`config.mk`:
```
export PLATFORM = sky130hd
export DESIGN_NAME = irqv_arbiter
export DESIGN_NICKNAME = d
export VERILOG_FILES = /design/src/rtl/irqv_pkg.sv /design/src/rtl/irqv_req_bank.sv /design/src/rtl/irqv_pick.sv /design/src/rtl/irqv_vecgen.sv /design/src/rtl/irqv_arbiter.sv
export SDC_FILE = /design/constraint.sdc
export NUM_CORES = 1
export LEC_CHECK = 0
export CORE_MARGIN = 2
export CORE_UTILIZATION = 50
export CTS_CLUSTER_SIZE = 40
export DETAILED_ROUTE_END_ITERATION = 10
export PLACE_DENSITY = 0.85
export SLEW_MARGIN = 20
export SYNTH_ARGS = -nofsm -noshare
export SYNTH_HDL_FRONTEND = slang
export SYNTH_HIERARCHICAL = 1
export SYNTH_SLANG_ARGS = --single-unit
```
`constraint.sdc`:
```
create_clock -name clk -period 4.62 [get_ports clk]
set_input_delay 1.155 -clock clk [delete_from_list [all_inputs] [get_ports clk]]
set_output_delay 1.155 -clock clk [all_outputs]
set_load 0.03 [all_outputs]
```
`src/rtl/irqv_pkg.sv`:
```
package irqv_pkg;

  // Which request group an acknowledge cycle serves.
  typedef enum logic [1:0] {
    GRP_NONE = 2'd0,
    GRP_RX   = 2'd1,
    GRP_TX   = 2'd2
  } grp_e;

  localparam int unsigned MAX_LINES  = 16;
  localparam int unsigned SLOT_SHIFT = 3;  // 8 bytes per line slot
  localparam int unsigned TX_OFFSET  = 4;  // transmit vector sits 4 above

  function automatic int unsigned idx_width(input int unsigned n);
    return (n > 1) ? $clog2(n) : 1;
  endfunction

endpackage

```
`src/rtl/irqv_req_bank.sv`:
```
module irqv_req_bank #(
  parameter int unsigned NUM_LINES = 16
) (
  input  logic                 clk,
  input  logic                 rst,
  input  logic [NUM_LINES-1:0] set_i,
  input  logic [NUM_LINES-1:0] clr_i,
  input  logic [NUM_LINES-1:0] serve_i,
  output logic [NUM_LINES-1:0] pend_o
);

  logic [NUM_LINES-1:0] pend_q;

  // One pending flop per line; any clear source beats a set.
  for (genvar g = 0; g < NUM_LINES; g++) begin : g_bit
    logic kill;
    assign kill = clr_i[g] | serve_i[g];
    always_ff @(posedge clk) begin
      if (rst) begin
        pend_q[g] <= 1'b0;
      end else if (kill) begin
        pend_q[g] <= 1'b0;
      end else if (set_i[g]) begin
        pend_q[g] <= 1'b1;
      end
    end
  end

  assign pend_o = pend_q;

endmodule

```
`src/rtl/irqv_pick.sv`:
```
module irqv_pick #(
  parameter int unsigned NUM_LINES = 16,
  parameter int unsigned IDX_W     = 4
) (
  input  logic [NUM_LINES-1:0] req_i,
  output logic                 hit_o,
  output logic [IDX_W-1:0]     idx_o,
  output logic [NUM_LINES-1:0] onehot_o
);

  // Isolate the lowest set bit, then encode it.
  logic [NUM_LINES-1:0] lowest;
  assign lowest = req_i & (~req_i + NUM_LINES'(1));
  assign hit_o  = |req_i;

  always_comb begin
    idx_o = '0;
    for (int i = 0; i < NUM_LINES; i++) begin
      if (lowest[i]) begin
        idx_o = idx_o | IDX_W'(i);
      end
    end
  end

  assign onehot_o = lowest;

endmodule

```
`src/rtl/irqv_vecgen.sv`:
```
module irqv_vecgen
  import irqv_pkg::*;
#(
  parameter int unsigned IDX_W = 4,
  parameter int unsigned VEC_W = 9
) (
  input  logic             clk,
  input  logic             rst,
  input  grp_e             grp_i,
  input  logic [IDX_W-1:0] idx_i,
  input  logic [VEC_W-1:0] base_i,
  output logic [VEC_W-1:0] vec_o,
  output logic             valid_o
);

  localparam int unsigned OFS_W  = IDX_W + SLOT_SHIFT;
  localparam int unsigned WIDE_W = VEC_W + OFS_W;

  logic [OFS_W-1:0]  offset;
  logic [WIDE_W-1:0] sum;
  logic              is_tx;

  assign is_tx  = (grp_i == GRP_TX);
  assign offset = {idx_i, is_tx, 2'b00};
  assign sum    = WIDE_W'(base_i) + WIDE_W'(offset);

  always_ff @(posedge clk) begin
    if (rst) begin
      vec_o   <= '0;
      valid_o <= 1'b0;
    end else if (grp_i != GRP_NONE) begin
      vec_o   <= sum[VEC_W-1:0];
      valid_o <= 1'b1;
    end else begin
      vec_o   <= '0;
      valid_o <= 1'b0;
    end
  end

endmodule

```
`src/rtl/irqv_arbiter.sv`:
```
module irqv_arbiter
  import irqv_pkg::*;
#(
  parameter int unsigned NUM_LINES = 16,
  parameter int unsigned VEC_W     = 9
) (
  input  logic                 clk,
  input  logic                 rst,
  input  logic [NUM_LINES-1:0] set_rx,
  input  logic [NUM_LINES-1:0] clr_rx,
  input  logic [NUM_LINES-1:0] set_ds,
  input  logic [NUM_LINES-1:0] clr_ds,
  input  logic [NUM_LINES-1:0] set_tx,
  input  logic [NUM_LINES-1:0] clr_tx,
  input  logic                 ack_rx,
  input  logic                 ack_tx,
  input  logic [VEC_W-1:0]     vec_base,
  output logic                 irq_rx,
  output logic                 irq_tx,
  output logic [VEC_W-1:0]     vec_out,
  output logic                 vec_valid
);

  localparam int unsigned IDX_W = idx_width(NUM_LINES);

  logic [NUM_LINES-1:0] rx_pend, ds_pend, tx_pend, rxg_pend;
  logic [NUM_LINES-1:0] rxg_low, tx_low;
  logic [NUM_LINES-1:0] rxg_serve, tx_serve;
  logic [IDX_W-1:0]     rxg_idx, tx_idx, win_idx;
  logic                 rxg_hit, tx_hit;
  logic                 take_rx, take_tx;
  grp_e                 grp;

  assign rxg_pend = rx_pend | ds_pend;

  irqv_pick #(.NUM_LINES(NUM_LINES), .IDX_W(IDX_W)) u_pick_rx (
    .req_i(rxg_pend), .hit_o(rxg_hit), .idx_o(rxg_idx), .onehot_o(rxg_low)
  );

  irqv_pick #(.NUM_LINES(NUM_LINES), .IDX_W(IDX_W)) u_pick_tx (
    .req_i(tx_pend), .hit_o(tx_hit), .idx_o(tx_idx), .onehot_o(tx_low)
  );

  // Receive group has precedence when both acknowledges coincide.
  assign take_rx   = ack_rx & rxg_hit;
  assign take_tx   = ack_tx & ~ack_rx & tx_hit;
  assign rxg_serve = take_rx ? rxg_low : '0;
  assign tx_serve  = take_tx ? tx_low : '0;
  assign win_idx   = take_rx ? rxg_idx : tx_idx;
  assign grp       = take_rx ? GRP_RX : (take_tx ? GRP_TX : GRP_NONE);

  irqv_req_bank #(.NUM_LINES(NUM_LINES)) u_bank_rx (
    .clk(clk), .rst(rst), .set_i(set_rx), .clr_i(clr_rx),
    .serve_i(rxg_serve), .pend_o(rx_pend)
  );

  irqv_req_bank #(.NUM_LINES(NUM_LINES)) u_bank_ds (
    .clk(clk), .rst(rst), .set_i(set_ds), .clr_i(clr_ds),
    .serve_i(rxg_serve), .pend_o(ds_pend)
  );

  irqv_req_bank #(.NUM_LINES(NUM_LINES)) u_bank_tx (
    .clk(clk), .rst(rst), .set_i(set_tx), .clr_i(clr_tx),
    .serve_i(tx_serve), .pend_o(tx_pend)
  );

  irqv_vecgen #(.IDX_W(IDX_W), .VEC_W(VEC_W)) u_vec (
    .clk(clk), .rst(rst), .grp_i(grp), .idx_i(win_idx),
    .base_i(vec_base), .vec_o(vec_out), .valid_o(vec_valid)
  );

  assign irq_rx = |rxg_pend;
  assign irq_tx = |tx_pend;

endmodule

```
==> impl_results.md, run 1 <==
* Status: finished clean
* Total track usage at 23.5%
* CORE AREA at 7140 um^2
* Fin area at 5020 um^2
* Critical path launch point type: flop
* Commonest non-fill, non-tap cell in the layout: clkdlybuf4s50_1
* Routed wire length per instance at 15.3 um
* Clock Sinks at 58
* Setup crit end kind: flop
* Worst min path class: flop to flop
* Max cap viols at 0
* IO Count at 121
* Hold Vio Cnt, Final at 0
* DR vias at 3313
* Final ANT Viol Nets at 0
* Worst skew pair latency at 340 ps
* Crit path cell chain: or2_2 > nor4_2 > nand2_2 > nor2_1 > nand2_1 > nand2_1 > mux2_2 > fa_1 > a21oi_1 > o21bai_1 > mux2i_1
* Maximum root-to-sink buffer count at 2
* DRT iter0 DRCs at 162
* DRC Markers at 0
* Post-CTS Resized at 0
* Post-synth EDFFs at 0
* Syn Nets at 498
* Initial Utilization at 50.9%
* FILL cells at 573
* Gp weighted congestion at 0.819
* Clk_skew at 6.56 ps
* Layout area overhead at 38.2%
* Worst Path Arrival at 3800 ps
* Die Ht at 89.3 um
* Inserted Diodes at 0
* Final min period at 3590 ps
* Area of the die at 7970 um^2
* Clock transition at path regs at 70 ps
* Initial antenna violation count at 0
* Slew margin rel. at 36.7%
* Slew @ Worst Pin at 950 ps
* Synth cell types at 51
* Final WL at 9260 um
* Vias in the first global route at 3249
* CTS tree: built
* Pwr dens at 283 nW/um^2
* Hold buffer count at cts at 0
* Vias/cell at 5.47
* Most frequent cells in the layout: clkdlybuf4s50_1 (119), nor2_1 (69), dfxtp_1 (58), nor4_1 (32), nor4_4 (26)
* Post-synth ARST share at 0%
* Timing-limited maximum frequency at 279 MHz
* RSZ-0062 raised after global routing: no
* Sequential area share after synthesis at 31.9%
* Site Rows at 31
* First-pass DRT Iterations at 4
* Postcts setup bufs at 0
* Setup CP Type: flop to flop
* Placed Area at 4830 um^2
* Slowest-stage cell, CP: nor4_2
* Critical path's largest stage delay at 470 ps
* Total negative slack at 0 ps
* Period utilization at 77.7%
* Fraction of layout instances using a drive strength above 1 at 21.1%
* VDD IR max at 0.196 mV
* Htree depth at 3
* Prevailing post-synth register cell: dfxtp_1
* Global-route wire length before repair at 14400 um
* CP Data Required Time at 4830 ps
* Synth warn at 6
* Port Buffers at 120
* Final setup fails at 0
* Nets at 619
* Most common cell on crit path: nand2_1
* Slew Limit Fails at 0
* Crit path max fanout at 17
* Largest net degree at the start of global routing at 49
* Mapped Cells at 383
* Die width at 89.3 um
* Syn Std Cell Area at 3630 um^2
* Area fraction of the dominant cell type after synthesis at 31.9%
* Gr ovfl total at 0
* DP HPWL at 7170 um
* Pleak at 1.93 nW
* Synthesized flop and latch total at 58
* CTS Buf Count at 9
* Largest area contributor in the netlist: dfxtp_1
* Root Buffer: clkbuf_8
* Synth area leaders: dfxtp_1 (32%), nor4_4 (15%), nor2_1 (7.1%), nor4_1 (5.5%), and2_2 (3.3%)
* Syn Area/Cell at 9.49 um^2
[cells in the mapped netlist (3+ instances only)]
cell and count:
inv_1 12, and3_2 12, nor2_1 69, nor3_1 4, or2_2 16, and2_2 16
ha_1 5, nor3b_1 7, nand4_1 3, and3_1 12, or4_1 3, o22ai_1 3
nor4_1 32, mux2_2 4, nand3_1 6, buf_6 5, nor4_2 8, o21ai_0 5
buf_12 3, o32ai_1 4, a21oi_1 8, nor4_4 26, nand2_1 12, nand2b_1 5
dfxtp_1 58, and2_1 8
[worst paths after layout]
check / start / end / slack [ps] / cells after the start
min reg2reg: u_bank_rx/pend_o[11] / u_bank_rx/pend_o[11] / 510 / 2
max: u_bank_ds/pend_o[7] / u_vec/vec_o[6] / 1030 / 11
min: u_bank_rx/pend_o[11] / u_bank_rx/pend_o[11] / 510 / 2
max reg2reg: u_bank_ds/pend_o[7] / u_vec/vec_o[6] / 1030 / 11
[sequential cells by signal (all words and copies together), names as in the netlist]
| register | cells |
|---|---|
| u_bank_ds/pend_o | 16 |
| u_bank_rx/pend_o | 16 |
| u_bank_tx/pend_o | 16 |
| u_vec/valid_o | 1 |
| u_vec/vec_o | 9 |
[metal layers]
layer	wire, um	track usage, %
met5	0	0
met4	117	9.91
met3	570	3.60
met2	4840	43.4
met1	3740	26.5
[worst max-delay path, delay by kind of cell (launching register included)]
family,cells,cell delay (ps)
adders and majority gates,1,470
AOI/OAI and AO/OA,2,380
and+or+nand+nor,6,1750
DFF,1,330
muxes,2,540
[through the flow]
step	std cells	total power [mW]	setup slack, ps	utilization (%)	hold WS, ps
after floorplan	383	0.800	1660	-	475
after global placement	592	0.948	926	67.7	492
final	606	1.42	1030	70.4	509
after global routing	606	1.49	825	70.4	530
after detailed placement	592	0.959	770	67.7	496
after CTS	606	1.43	1060	70.4	509
[cell type report]
| type | instances | area (um^2) | share of cell area [%] |
|---|---|---|---|
| Timing Repair Buffer | 122 | 1210 | 24.2 |
| Clock buffer | 11 | 151 | 3.01 |
| Sequential cell | 58 | 1160 | 23.1 |
| Clock inverter | 3 | 40.0 | 0.797 |
| Inverter | 12 | 45.0 | 0.896 |
| Tap cell | 99 | 124 | 2.47 |
| Multi-Input combinational cell | 301 | 2290 | 45.6 |
[logic make-up after synthesis]
family | after synthesis | share of synthesized area, %
fa+ha+maj | 6 | 2.27
compound gates | 35 | 6.71
simple gates | 253 | 52.0
flops | 58 | 31.9
mux | 6 | 1.79
xor+xnor | 1 | 0.241
buf+inv | 24 | 5.06
[where the power goes]
part           switching (mW)  internal, mW  total (mW)
registers              0.0258         0.531       0.557
clock network           0.198         0.271       0.469
logic                   0.191         0.204       0.395
total                   0.415          1.01        1.42
(Power assumes the default switching activity.)
==> inputs of run 2 (changes only) <==
- CORE_UTILIZATION: 50 -> 42
- PLACE_DENSITY: 0.85 -> 0.76
- clock period: 4.62 -> 3.1 ns (I/O delays scaled with it)
==> impl_results.md, run 2 (synthesized netlist as in run 1, its figures left out) <==
* Total chip power at 2.07 mW
* CP Data Required Time at 3380 ps
* Fraction of layout instances using a drive strength above 1 at 22.4%
* Htree depth at 3
* Commonest non-fill, non-tap cell in the layout: clkdlybuf4s50_1
* Status: finished clean
* Slew Limit Fails at 0
* Clock Sinks at 58
* Gp weighted congestion at 0.881
* Most common cell on crit path: nand2_2
* Pwr dens at 407 nW/um^2
* Post-layout util at 61.2%
* VDD IR max at 0.180 mV
* Worst skew pair latency at 340 ps
* Final ANT Viol Nets at 0
* Vias in the first global route at 3353
* Total track usage at 20.4%
* Cell Count, Final, Fillers Out at 618
* Crit path cell chain: or2_2 > nor4_4 > nand2_2 > nor2_2 > nand2_1 > nand2_2 > mux2_2 > ha_1 > a211oi_1 > or4_1 > nand3_1
* Clock transition at path regs at 60 ps
* Slew @ Worst Pin at 685 ps
* Setup ws final at 157 ps
* Die width at 97.0 um
* Port Buffers at 120
* Placed Area at 4890 um^2
* Final min period at 2940 ps
* Worst Path Arrival at 3220 ps
* CTS Buf Count at 9
* Critical path launch point type: flop
* Layout area overhead at 39.7%
* Vias/cell at 5.35
* Initial Utilization at 43.8%
* Pleak at 1.95 nW
* Setup CP Type: flop to flop
* Crit path max fanout at 5
* DR vias at 3304
* Largest net degree at the start of global routing at 36
* Final setup fails at 0
* Global-route wire length before repair at 15800 um
* Worst slack at placement at 59.6 ps
* Period utilization at 94.9%
* DRC Markers at 0
* Worst min path class: flop to flop
* Maximum root-to-sink buffer count at 2
* DRT iter0 DRCs at 76
* Slew margin rel. at 54.3%
* CTS tree: built
* Site Rows at 33
* Worst Path Buf+Inv at 0
* Hold Vio Cnt, Final at 0
* Clk_skew at 6.33 ps
* Root Buffer: clkbuf_8
* Final WL at 9320 um
* Routed wire length per instance at 15.1 um
* Fin area at 5080 um^2
* Nets at 625
* Postcts setup bufs at 0
* Timing-limited maximum frequency at 340 MHz
* First-pass DRT Iterations at 5
* IO Count at 121
* CORE AREA at 8300 um^2
* Total negative slack at 0 ps
* RSZ-0062 raised after global routing: no
* Critical path's largest stage delay at 530 ps
* Area of the die at 9410 um^2
* Family with the most delay on the worst path: simple AND/OR/NAND/NOR gates
* Max cap viols at 0
* # placed instances at 604
* Most frequent cells in the layout: clkdlybuf4s50_1 (119), nor2_1 (68), dfxtp_1 (58), nor4_1 (32), nor4_4 (27)
* Gr ovfl total at 0
* Die Ht at 97.0 um
* Slowest-stage cell, CP: or4_1
* Inserted Diodes at 0
* Setup crit end kind: flop
* DP HPWL at 7210 um
* Hold slack at 507 ps
* Initial antenna violation count at 0
==> run 2: changes by cell type in the layout (fill, tap and decap cells not counted) <==
| cell | before | now |
|---|---|---|
| buf_4 | 3 | 9 |
| bufinv_16 | 1 | 0 |
| clkbuf_8 | 11 | 12 |
| clkinv_2 | 2 | 1 |
| clkinvlp_4 | 0 | 1 |
| nand2_1 | 12 | 11 |
| nand2_2 | 2 | 3 |
| nor2_1 | 69 | 68 |
| nor2_2 | 0 | 1 |
| nor4_2 | 8 | 7 |
| nor4_4 | 26 | 27 |
==> run 2: path summary, 6_finish.rpt <==
path | from | end | slack (ps) | depth (start not counted)
worst min register to register | u_bank_ds/pend_o[15] | u_bank_ds/pend_o[15] | 510 | 2
worst max register to register | u_bank_ds/pend_o[3] | u_vec/vec_o[7] | 160 | 11
worst min-delay path | u_bank_ds/pend_o[15] | u_bank_ds/pend_o[15] | 510 | 2
worst max-delay path | u_bank_ds/pend_o[3] | u_vec/vec_o[7] | 160 | 11
==> run 2: what timing repair did <==
action                     in CTS  in global routing
gates resized for setup         0                  3
setup endpoints to repair       0                  4
hold buffers                    0                  0
==> run 2: routing by layer <==
| metal | wire [um] | share of wire (%) | track usage (%) |
|---|---|---|---|
| met5 | 0 | 0 | 0 |
| met3 | 631 | 6.8 | 6.65 |
| met4 | 59 | 0.63 | 5.42 |
| met1 | 4090 | 44 | 25.5 |
| met2 | 4530 | 49 | 34.0 |
==> run 2: final cells by class <==
class | instances | area (um^2)
fillers | 723 | 3220
multi-input cells | 301 | 2300
repair buffers | 128 | 1260
flip-flops and latches | 58 | 1160
clock buffers | 12 | 165
well taps | 105 | 131
inverters | 12 | 45.0
clock inverters | 2 | 12.5
==> run 2: report_power, final <==
part | internal (mW) | leakage, nW | switching, mW
registers | 0.791 | 0.478 | 0.0363
logic | 0.315 | 1.38 | 0.288
clock network | 0.345 | 0.0903 | 0.290
==> run 2: worst reg2reg max path: stages (launching register included) <==
cell      delay (ps)
dfxtp_1          320
or2_2            360
nor4_4           330
nand2_2           90
nor2_2           160
nand2_1          100
nand2_2          130
mux2_2           380
ha_1             310
a211oi_1         100
or4_1            530
nand3_1          100
==> inputs of run 3 (changes only) <==
- CAP_MARGIN: unset -> 20
- CORE_UTILIZATION: 42 -> 46
- PLACE_DENSITY: 0.76 -> 0.79
- clock period: 3.1 -> 3 ns (I/O delays scaled with it)
==> impl_results.md, run 3 (synthesized netlist as in run 1, its figures left out) <==
* Vias/cell at 5.36
* Status: finished clean
* Layout area overhead at 42.4%
* Multi-input logic area at 2330 um^2
* Crit path cell chain: or2_2 > nor4_4 > nand2_2 > nor2_2 > nand2_1 > nand2_2 > mux2_2 > ha_4 > nand2b_1 > or4_1 > nand3_1
* Port Buffers at 120
* Vias in the first global route at 3308
* Slew margin rel. at 64.9%
* Inserted Diodes at 0
* Maximum root-to-sink buffer count at 2
* Worst skew pair latency at 340 ps
* IO Count at 121
* DR vias at 3331
* Die width at 92.9 um
* FILL cells at 650
* Most frequent cells in the layout: clkdlybuf4s50_1 (119), nor2_1 (68), dfxtp_1 (58), nor4_1 (32), nor4_4 (27)
* Reg area at 1160 um^2
* Clock transition at path regs at 70 ps
* Crit path max fanout at 7
* Fraction of layout instances using a drive strength above 1 at 23.8%
* Family with the most delay on the worst path: simple AND/OR/NAND/NOR gates
* DRC Markers at 0
* CP Data Required Time at 3280 ps
* Largest net degree at the start of global routing at 30
* Hold Vio Cnt, Final at 0
* Total track usage at 22.0%
* Critical path's largest stage delay at 510 ps
* Timing-limited maximum frequency at 351 MHz
* Slowest-stage cell, CP: or4_1
* Root Buffer: clkbuf_8
* Worst min path class: flop to flop
* Global-route wire length before repair at 15100 um
* Area of the die at 8630 um^2
* Site Rows at 32
* Setup ws final at 153 ps
* Pwr dens at 435 nW/um^2
* Gp weighted congestion at 0.833
* CTS tree: built
* Routed wire length per instance at 15.2 um
* Period utilization at 94.9%
* Final ANT Viol Nets at 0
* Final min period at 2850 ps
* Most common cell on crit path: nand2_2
* Worst slack at placement at 14.2 ps
* Initial Utilization at 47.3%
* Max cap viols at 0
* Critical path launch point type: flop
* Setup CP Type: flop to flop
* First-pass DRT Iterations at 6
* DRT iter0 DRCs at 111
* Final WL at 9460 um
* Total negative slack at 0 ps
* Post-layout util at 67.3%
* VDD IR max at 0.245 mV
* RSZ-0062 raised after global routing: yes
* CORE AREA at 7690 um^2
* Initial antenna violation count at 0
* Pleak at 1.99 nW
* Slew @ Worst Pin at 526 ps
* Nets at 631
* Worst Path Buf+Inv at 0
* Clock Sinks at 58
* CTS Buf Count at 9
* Htree depth at 3
* Die Ht at 92.9 um
* Final setup fails at 0
* Slew Limit Fails at 0
* Commonest non-fill, non-tap cell in the layout: clkdlybuf4s50_1
* Setup crit end kind: flop
* Worst Path Arrival at 3130 ps
* Gr ovfl total at 0
* Clk_skew at 7.76 ps
* DP HPWL at 7260 um
==> run 3: changes by cell type in the layout (fill, tap and decap cells not counted) <==
cell | previous run | this run
buf_4 | 9 | 15
clkinv_4 | 0 | 1
bufinv_16 | 0 | 1
clkbuf_8 | 12 | 11
or2_2 | 16 | 15
mux2_4 | 0 | 1
ha_4 | 0 | 2
or2_4 | 0 | 1
ha_1 | 5 | 3
mux2_2 | 4 | 3
==> run 3: repair_timing <==
action | CTS | global route
pin swaps | 0 | 4
gates resized for setup | 1 | 7
buffers inserted | 0 | 1
hold buffers | 0 | 0
endpoints found under the setup margin | 1 | 4
==> run 3: path summary, 6_finish.rpt <==
| path | startpoint | endpoint | slack [ps] | depth (start not counted) |
|---|---|---|---|---|
| max | u_bank_ds/pend_o[0] | u_vec/vec_o[7] | 150 | 11 |
| max reg2reg | u_bank_ds/pend_o[0] | u_vec/vec_o[7] | 150 | 11 |
| min | u_bank_rx/pend_o[13] | u_bank_rx/pend_o[13] | 510 | 2 |
| min reg2reg | u_bank_rx/pend_o[13] | u_bank_rx/pend_o[13] | 510 | 2 |
==> run 3: metrics by stage <==
| stage | hold WS (ps) | instance area (um^2) | cells | power, mW |
|---|---|---|---|---|
| 4_1_cts | 513 | 5130 | 621 | 2.25 |
| 5_1_grt | 532 | 5170 | 622 | 2.36 |
| 3_3_place_gp | 494 | 4920 | 606 | 1.49 |
| 2_1_floorplan | 475 | 3630 | 383 | 1.23 |
| 6_report | 510 | 5170 | 622 | 2.25 |
| 3_5_place_dp | 498 | 4920 | 606 | 1.50 |
==> run 3: final cells by class <==
type	instances	area share [%]
clock buffer	11	2.93
clock inverter	4	0.991
inverter	12	0.870
multi-input combinational	301	45.1
sequential	58	22.4
tap	102	2.47
timing repair buffer	134	25.2
==> run 3: per-layer routing <==
| metal | part of all wire [%] | GRT usage (%) | vias to the layer above |
|---|---|---|---|
| met5 | 0 | 0 | - |
| met4 | 1.2 | 6.99 | 0 |
| met3 | 6.7 | 3.91 | 11 |
| met2 | 50 | 40.4 | 115 |
| met1 | 42 | 25.6 | 1525 |
| li1 | - | - | 1680 |
==> run 3: tightest hold or removal path: stages (launching register included) <==
cell     delay (ps)
dfxtp_1         320
nor2_1          100
nor4_1           50
==> run 3: power by group <==
part | internal, mW | switching (mW) | total (mW)
registers | 0.817 | 0.0390 | 0.856
clock network | 0.424 | 0.319 | 0.743
logic | 0.347 | 0.306 | 0.653
